$ cat config.mk
export PLATFORM = sky130hd
export DESIGN_NAME = sram_ctrl
export DESIGN_NICKNAME = d
export VERILOG_FILES = /design/src/rtl/sram_ctrl_pkg.sv /design/src/rtl/sram_ctrl_cnt.sv /design/src/rtl/sram_ctrl_fsm.sv /design/src/rtl/sram_ctrl_rcap.sv /design/src/rtl/sram_ctrl.sv
export SDC_FILE = /design/constraint.sdc
export NUM_CORES = 1
export LEC_CHECK = 0
export ABC_AREA = 1
export BUFFER_PORTS_ARGS = -buffer_cell sky130_fd_sc_hd__buf_2
export CORE_ASPECT_RATIO = 0.6
export CORE_MARGIN = 2
export CORE_UTILIZATION = 48
export CTS_BUF_LIST = sky130_fd_sc_hd__clkbuf_4 sky130_fd_sc_hd__clkbuf_8 sky130_fd_sc_hd__clkbuf_16
export DETAILED_ROUTE_END_ITERATION = 10
export PLACE_DENSITY_LB_ADDON = 0.25
export SETUP_SLACK_MARGIN = 0.4
export SLEW_MARGIN = 20
export SYNTH_ARGS = -nofsm -noshare
export SYNTH_HDL_FRONTEND = slang
export SYNTH_HIERARCHICAL = 1
export SYNTH_SLANG_ARGS = --single-unit
$ cat constraint.sdc
create_clock -name clk -period 2.35 [get_ports clk]
set_clock_uncertainty 0.2 [all_clocks]
set_input_delay 0.3525 -clock clk [delete_from_list [all_inputs] [get_ports clk]]
set_output_delay 0.3525 -clock clk [all_outputs]
set_load 0.02 [all_outputs]
$ cat src/rtl/sram_ctrl_pkg.sv
package sram_ctrl_pkg;
  localparam int S_IDLE  = 0;
  localparam int S_RD    = 1;
  localparam int S_WSET  = 2;
  localparam int S_WPUL  = 3;
  localparam int S_WHOLD = 4;
  localparam int NSTATE  = 5;

  function automatic int ceil_div(input int num, input int den);
    return (num + den - 1) / den;
  endfunction

  function automatic int imax(input int a, input int b);
    return (a > b) ? a : b;
  endfunction
endpackage

$ cat src/rtl/sram_ctrl_cnt.sv
module sram_ctrl_cnt #(
  parameter int CW = 3
) (
  input  logic          clk,
  input  logic          rst,
  input  logic          load,
  input  logic [CW-1:0] load_val,
  output logic [CW-1:0] cnt,
  output logic          zero
);
  assign zero = (cnt == '0);

  always_ff @(posedge clk) begin
    if (rst)       cnt <= '0;
    else if (load) cnt <= load_val;
    else if (!zero) cnt <= cnt - 1'b1;
  end
endmodule

$ cat src/rtl/sram_ctrl_fsm.sv
module sram_ctrl_fsm
  import sram_ctrl_pkg::*;
#(
  parameter int WPE   = 4,
  parameter int WHOLD = 1,
  parameter int RL    = 6,
  parameter int ACC   = 6,
  parameter int CW    = 3
) (
  input  logic              clk,
  input  logic              rst,
  input  logic              req_valid,
  input  logic              req_we,
  input  logic [CW-1:0]     cnt,
  input  logic              cnt_zero,
  output logic [NSTATE-1:0] state,
  output logic              accept,
  output logic              cnt_load,
  output logic [CW-1:0]     cnt_val,
  output logic              cap_en
);
  logic [NSTATE-1:0] nxt;

  assign accept = state[S_IDLE] & req_valid;
  assign cap_en = state[S_RD] && (cnt == CW'(RL - ACC));

  always_comb begin
    nxt      = state;
    cnt_load = 1'b0;
    cnt_val  = '0;
    if (accept) begin
      nxt      = '0;
      cnt_load = 1'b1;
      if (req_we) begin
        nxt[S_WSET] = 1'b1;
      end else begin
        nxt[S_RD] = 1'b1;
        cnt_val   = CW'(RL - 1);
      end
    end else if (cnt_zero) begin
      if (state[S_WSET]) begin
        nxt          = '0;
        nxt[S_WPUL]  = 1'b1;
        cnt_load     = 1'b1;
        cnt_val      = CW'(WPE - 1);
      end else if (state[S_WPUL]) begin
        nxt          = '0;
        nxt[S_WHOLD] = 1'b1;
        cnt_load     = 1'b1;
        cnt_val      = CW'(WHOLD - 1);
      end else if (state[S_WHOLD] || state[S_RD]) begin
        nxt          = '0;
        nxt[S_IDLE]  = 1'b1;
      end
    end
  end

  always_ff @(posedge clk) begin
    if (rst) state <= NSTATE'(1) << S_IDLE;
    else     state <= nxt;
  end


  state_onehot_chk: assert property (@(posedge clk) disable iff (rst)
    $countones(state) == 1);


  idle_after_access_chk: assert property (@(posedge clk) disable iff (rst)
    ((state[S_RD] || state[S_WHOLD]) && cnt_zero) |=> state[S_IDLE]);
endmodule

$ cat src/rtl/sram_ctrl_rcap.sv
module sram_ctrl_rcap #(
  parameter int DW = 8
) (
  input  logic          clk,
  input  logic          rst,
  input  logic          cap_en,
  input  logic [DW-1:0] dq_in,
  output logic          rd_valid,
  output logic [DW-1:0] rd_data
);
  always_ff @(posedge clk) begin
    if (rst) begin
      rd_valid <= 1'b0;
      rd_data  <= '0;
    end else begin
      rd_valid <= cap_en;
      if (cap_en) rd_data <= dq_in;
    end
  end


  rvalid_pulse_chk: assert property (@(posedge clk) disable iff (rst)
    rd_valid |=> !rd_valid);
endmodule

$ cat src/rtl/sram_ctrl.sv
module sram_ctrl
  import sram_ctrl_pkg::*;
#(
  parameter int AW        = 17,
  parameter int DW        = 8,
  parameter int T_CLK_NS  = 10,
  parameter int T_WC_NS   = 55,
  parameter int T_PWE_NS  = 40,
  parameter int T_AW_NS   = 45,
  parameter int T_SD_NS   = 25,
  parameter int T_RC_NS   = 55,
  parameter int T_AA_NS   = 55,
  parameter int T_DOE_NS  = 25
) (
  input  logic          clk,
  input  logic          rst,
  input  logic          req_valid,
  output logic          req_ready,
  input  logic          req_we,
  input  logic [AW-1:0] req_addr,
  input  logic [DW-1:0] req_wdata,
  output logic          rd_valid,
  output logic [DW-1:0] rd_data,
  output logic [AW-1:0] mem_addr,
  output logic          mem_ce_n,
  output logic          mem_ce,
  output logic          mem_oe_n,
  output logic          mem_we_n,
  output logic [DW-1:0] mem_dq_out,
  output logic          mem_dq_oe,
  input  logic [DW-1:0] mem_dq_in
);
  localparam int WCC   = ceil_div(T_WC_NS, T_CLK_NS);
  localparam int PWC   = ceil_div(T_PWE_NS, T_CLK_NS);
  localparam int AWC   = ceil_div(T_AW_NS, T_CLK_NS);
  localparam int SDC   = ceil_div(T_SD_NS, T_CLK_NS);
  localparam int RCC   = ceil_div(T_RC_NS, T_CLK_NS);
  localparam int ACC   = imax(ceil_div(T_AA_NS, T_CLK_NS), ceil_div(T_DOE_NS, T_CLK_NS));
  localparam int WPE   = imax(PWC, imax(SDC - 1, AWC - 1));
  localparam int WHOLD = imax(1, WCC - 1 - WPE);
  localparam int RL    = imax(ACC, RCC);
  localparam int MAXL  = imax(RL, imax(WPE, WHOLD));
  localparam int CW    = $clog2(MAXL + 1);

  logic [NSTATE-1:0] state;
  logic              accept, cnt_load, cnt_zero, cap_en;
  logic [CW-1:0]     cnt, cnt_val;

  sram_ctrl_cnt #(.CW(CW)) u_cnt (
    .clk(clk), .rst(rst), .load(cnt_load), .load_val(cnt_val),
    .cnt(cnt), .zero(cnt_zero)
  );

  sram_ctrl_fsm #(.WPE(WPE), .WHOLD(WHOLD), .RL(RL), .ACC(ACC), .CW(CW)) u_fsm (
    .clk(clk), .rst(rst), .req_valid(req_valid), .req_we(req_we),
    .cnt(cnt), .cnt_zero(cnt_zero), .state(state), .accept(accept),
    .cnt_load(cnt_load), .cnt_val(cnt_val), .cap_en(cap_en)
  );

  sram_ctrl_rcap #(.DW(DW)) u_rcap (
    .clk(clk), .rst(rst), .cap_en(cap_en), .dq_in(mem_dq_in),
    .rd_valid(rd_valid), .rd_data(rd_data)
  );

  always_ff @(posedge clk) begin
    if (rst) begin
      mem_addr   <= '0;
      mem_dq_out <= '0;
    end else if (accept) begin
      mem_addr   <= req_addr;
      mem_dq_out <= req_wdata;
    end
  end

  assign req_ready = state[S_IDLE];
  assign mem_ce_n  = state[S_IDLE];
  assign mem_ce    = ~state[S_IDLE];
  assign mem_we_n  = ~state[S_WPUL];
  assign mem_oe_n  = ~state[S_RD];
  assign mem_dq_oe = state[S_WSET] | state[S_WPUL] | state[S_WHOLD];

  // width of the current write-enable low run, for the pulse check
  logic [CW-1:0] we_run;
  always_ff @(posedge clk) begin
    if (rst)            we_run <= '0;
    else if (!mem_we_n) we_run <= we_run + 1'b1;
    else                we_run <= '0;
  end


  no_bus_contend_chk: assert property (@(posedge clk) disable iff (rst)
    mem_dq_oe |-> mem_oe_n);


  we_needs_select_chk: assert property (@(posedge clk) disable iff (rst)
    !mem_we_n |-> (!mem_ce_n && mem_ce && mem_dq_oe));


  addr_steady_chk: assert property (@(posedge clk) disable iff (rst)
    (!mem_ce_n && $past(!mem_ce_n)) |-> $stable(mem_addr));


  ready_only_idle_chk: assert property (@(posedge clk) disable iff (rst)
    req_ready |-> (mem_ce_n && mem_we_n && mem_oe_n && !mem_dq_oe));


  we_width_chk: assert property (@(posedge clk) disable iff (rst)
    $rose(mem_we_n) |-> (we_run == CW'(WPE)));
endmodule

-- After elaboration in Yosys (flattened, before gate mapping)
Index checks and enable logic that the tools add are counted.
- output and inout bits: 40
- bits in registers: 42
- bits of input ports: 37
- logic and storage cells: 43
- bitwise operators: 6
- equal/unequal tests: 1
- reduce and logical (&&, ||, !) cells: 9
- mux-type cells: 17
- $add $sub $neg: 1
- operator list (cell ; count):
    $mux 3 ; 7
    $mux 5 ; 3
    $mux 1 ; 6
    $reduce_and 2->1 ; 2
    $reduce_bool 4->1 ; 1
    $logic_not 3->1 ; 1
    $not 1->1 ; 3
    $reduce_bool 3->1 ; 1
    $sub 3x1->3 const B ; 1
    $mux 2 ; 1
    $ne 2x2->1 const B ; 1
    $or 1x1->1 ; 2
    $reduce_bool 2->1 ; 1
    $reduce_or 2->1 ; 1
    $and 1x1->1 ; 1
    $logic_and 1x1->1 ; 1
    $logic_or 1x1->1 ; 1

-- Logic depth before layout (Yosys ltp)
- depth in word-level cells: 6
- depth in mapped cells: 13

-- Modules after synthesis
The synthesis kept the hierarchy.
- modules (own cells, without submodules) (module ; area each (um^2) ; instances ; cells an instance ; seq. area each (um^2)):
    sram_ctrl ; 1092.3 ; 1 ; 165 ; 500.5
    sram_ctrl_rcap ; 369.1 ; 1 ; 54 ; 180.2
    sram_ctrl_fsm ; 250.2 ; 1 ; 36 ; 100.1
    sram_ctrl_cnt ; 198.9 ; 1 ; 28 ; 60.1

-- Worst setup path after synthesis
OpenSTA, ideal clock, no wires.
- kind: flip-flop to flip-flop
- from: register u_cnt.cnt[0]
- to: register u_cnt.cnt[1]
- slack: 596 ps
- cell stages (with the launch flop): 14
- arrival time: 1441 ps
- cell sequence: dfxtp_1 -> inv_1 -> ha_1 -> inv_1 -> nor2_1 -> inv_1 -> nand2_1 -> nand2_1 -> inv_1 -> inv_2 -> nand3_2 -> inv_1 -> nor2_1 -> nor2_1
- cells in the longest elaborated chain, start to end: 4
- elaborated cells on any way between the ends: 9
- those cells by class: add/sub (1); eq/ne (1); mux (6); reduce/logical (1)
- ends and longest elaborated chain (item ; line ; RTL):
    from (decl) ; sram_ctrl_cnt.sv:8 ; output logic [CW-1:0] cnt,
    from (signal assigned) ; sram_ctrl_cnt.sv:15 ; else if (load) cnt <= load_val;
    from (signal assigned) ; sram_ctrl_cnt.sv:16 ; else if (!zero) cnt <= cnt - 1'b1;
    $logic_not 3->1 * ; sram_ctrl_cnt.sv:11 ; assign zero = (cnt == '0);
    named net cnt_zero ; sram_ctrl.sv:46 ; logic accept, cnt_load, cnt_zero, cap_en;
    $mux 1 * ; sram_ctrl_fsm.sv:40 ; end else if (cnt_zero) begin
    $mux 1 * ; sram_ctrl_fsm.sv:31 ; if (accept) begin
    named net cnt_load ; sram_ctrl.sv:46 ;
    $ne 2x2->1 (no source line) or $mux 3 (tied branches) ; - ;
Mark *: on every way through the listed nets, which the timed path passes. The rest lies on a longest branch. The select of a mux whose other input is x is not followed.
A chain may end at the register's enable or synchronous reset.

-- Worst setup path in the final report
Same ends and word-level chain as after synthesis.

==> reports/results.ini <==
[die]
initial_utilization_pct = 51.04
num_rows = 17
die_x_um = 85.45
design.core.area_mm2 = 0.003744
fp.dieH_um = 52.87
num_io_pins = 77
dieArea_mm2 = 0.004518

[critical_path]
worstPathCellList = inv_1 > ha_2 > inv_1 > nor2_4 > inv_1 > nand2_1 > nand2_1 > inv_2 > inv_2 > nand3_2 > inv_1 > nor2_1 > nor2_1
critPathLaunchType = flip-flop
path_buf_inv = 6
cp.arrival_ps = 1810
worst_r2r_path_depth = 13
crit_cells = 13
cp-end-kind = flip-flop
critPathLaunch = u_cnt/cnt[0]
endpoint = u_cnt/cnt[1]
criticalPathCategory = reg2reg
path_common_cell = inv_1
critPathSlowestCell = dfxtp_2
critPathTopFamily = simple AND/OR/NAND/NOR gates
ff2ff_setup_slack_ps = 530
critPathMaxFanout = 6
rr_endpoint = u_cnt/cnt[1]
critical-path-max-stage-delay_ps = 340
rr_startpoint = u_cnt/cnt[0]
required_ps = 2340

[timing]
tightest_slew_ps = 400.5
fin_crit_sh_pct = 77.37
hold_viol_final = 0
slew_violations = 0
setup_ws_ps = 531.8
min_period_ps = 1818
grt_setup_unrepaired = false
tns_ps = 0
max-slew-margin-rel_pct = 73.26
clock.fmax_mhz = 550.0
setup_viol_count_final = 0

[clock_network]
h-tree-depth = 2
cts_root_buf = clkbuf_8
clkSlewWorstSetupHoldPaths_ps = 80
cts_buffers = 5
clk_latency_ps = 290
cts_buffer_depth = 2
cts_sinks = 42
cts_tree = done

[finish]
area_growth_pct = 22.99
filler_cell_count = 359
nNetsFinal = 395
design_area_mm2 = 0.002350
antenna_cells = 0
drive_gt1_share_pct = 28.29
post-route-util_pct = 62.77

[placed_design]
port-buffer-count = 76
gp_congestion = 0.7704
dp_slack_ps = 365.4
dp_hpwl_um = 2671
place_area_mm2 = 0.002243

[synthesis]
muxShareOfSynthArea_pct = 0.5239
synth_edf_count = 0
synthSimpleGateAreaFrac_pct = 33.46
synth_adder_area_share_pct = 1.310
yosys-top-cells-count = 76 x nor2_1, 75 x nand2_1, 48 x inv_1
async_flop_share_pct = 0
yosysTopAreaCellShare_pct = 44.01
syn-num-nets = 322
yosys-top-cells-area = dfxtp_1 44%, nor2_1 15%, nand2_1 15%, inv_1 9.4%, buf_6 5.9%
ys_ff_latch = 42
ys_seq_area_share_pct = 44.01
ys_warn_count = 6
yosys.area.top_type = dfxtp_1
synth-xor-area-share_pct = 0.4584
syn_avg_cell_area_um2 = 6.751
synth_area_mm2 = 0.001911
ys_types = 24
syn_inst = 283
synth_most_common_cell = nor2_1
synth_compound_area_share_pct = 3.209
ys.flop_type = dfxtp_1
synth_top_family_by_area = simple AND/OR/NAND/NOR gates

[drt]
vias_per_cell = 4.257
routedWlPerCell_um = 9.099
first_iter_violations = 66
firstDrtPassIters = 4
route.detailed.drc = 0
wl_um = 3676
num_vias = 1720
antenna_left = 0

[power]
power.leakage_nw = 1.368
powerDensity_mw_per_mm2 = 1021
ir_drop_mv = 0.7058

[grt]
grt_pass1_vias = 1418
grt_max_degree = 29
grt_pass1_wl_um = 5968
gr-usage-all-layers_pct = 17.16
grt_antenna_before_repair = 0
overflow = 0

[status]
status = finished, final reports clean

[worst_hold_path]
hp-class = in2reg

[flow_run]
cap_violations = 0

state kept, by name, indices dropped and copies added (netlist names):
register         flops
mem_addr            17
u_rcap/rd_valid      1
u_rcap/rd_data       8
u_fsm/state          5
mem_dq_out           8
u_cnt/cnt            3
worst reg2reg max path: cells and delay by family, from the launching register on:
kind,cells,cell delay (ps)
adders and majority gates,1,220
buffers and inverters,6,450
DFF,1,340
and+or+nand+nor,6,520
worst min-delay path by stage:
stage                       startpoint             to  slack (ps)  cells after the start
after global placement     mem_addr[4]    mem_addr[4]         250                      2
after floorplan                    rst   u_cnt/cnt[0]         210                      1
after detailed placement   mem_addr[4]    mem_addr[4]         260                      2
after global routing       req_addr[2]    mem_addr[2]         140                      5
final                     req_addr[10]   mem_addr[10]         140                      5
after CTS                 req_wdata[2]  mem_dq_out[2]         140                      5
layout by cell type, fill, tap and decap left out, types with 2 or more instances in the layout:
cell and count:
nand2_1 75, buf_2 76, nand2_2 2, inv_1 47, dfxtp_1 41, buf_4 2, inv_2 4, nand3_1 2
o21ai_0 4, nor2_1 75, clkbuf_8 6, a21oi_1 5
area by class of cell:
type / instances / area (um^2) / area share [%]
sequential: 42 / 842.1 / 35.84
tap: 47 / 58.81 / 2.503
clock inverter: 1 / 5.005 / 0.2130
inverter: 52 / 197.7 / 8.413
multi-input combinational: 177 / 760.7 / 32.37
timing repair buffer: 78 / 395.4 / 16.83
clock buffer: 7 / 90.09 / 3.834
per-stage QoR:
stage / power, mW / hold WS (ps) / cells
6_report: 2.399 / 144.1 / 404
5_1_grt: 2.590 / 142.7 / 404
4_1_cts: 2.397 / 137.6 / 404
3_5_place_dp: 1.905 / 260.4 / 396
3_3_place_gp: 1.884 / 251.5 / 396
2_1_floorplan: 1.709 / 214.9 / 283
cells by family after synthesis:
group / Yosys count
adder cells (fa/ha/maj): 2
buffers and inverters: 64
flip-flops: 42
XOR/XNOR: 1
multiplexers: 1
AND/OR/NAND/NOR: 162
AO/OA/AOI/OAI: 11
power by group:
group	leakage (nW)	internal [mW]	switching, mW
Clock	0.0517	0.248	0.230
Combinational	0.970	0.346	0.613
Sequential	0.347	0.860	0.101
Total	1.37	1.45	0.945
per-layer routing:
metal	track usage (%)	wire, um
met1	21.84	1773
met2	26.95	1589
met3	5.304	275
met4	7.937	38
met5	0	0
what timing repair did:
| action | CTS | global route |
|---|---|---|
| hold buffers | 0 | 0 |
| setup buffers | 0 | 0 |
| resized for setup | 1 | 4 |
| endpoints found under the setup margin | 2 | 3 |
Note: power is estimated with default switching activity, not from simulation.
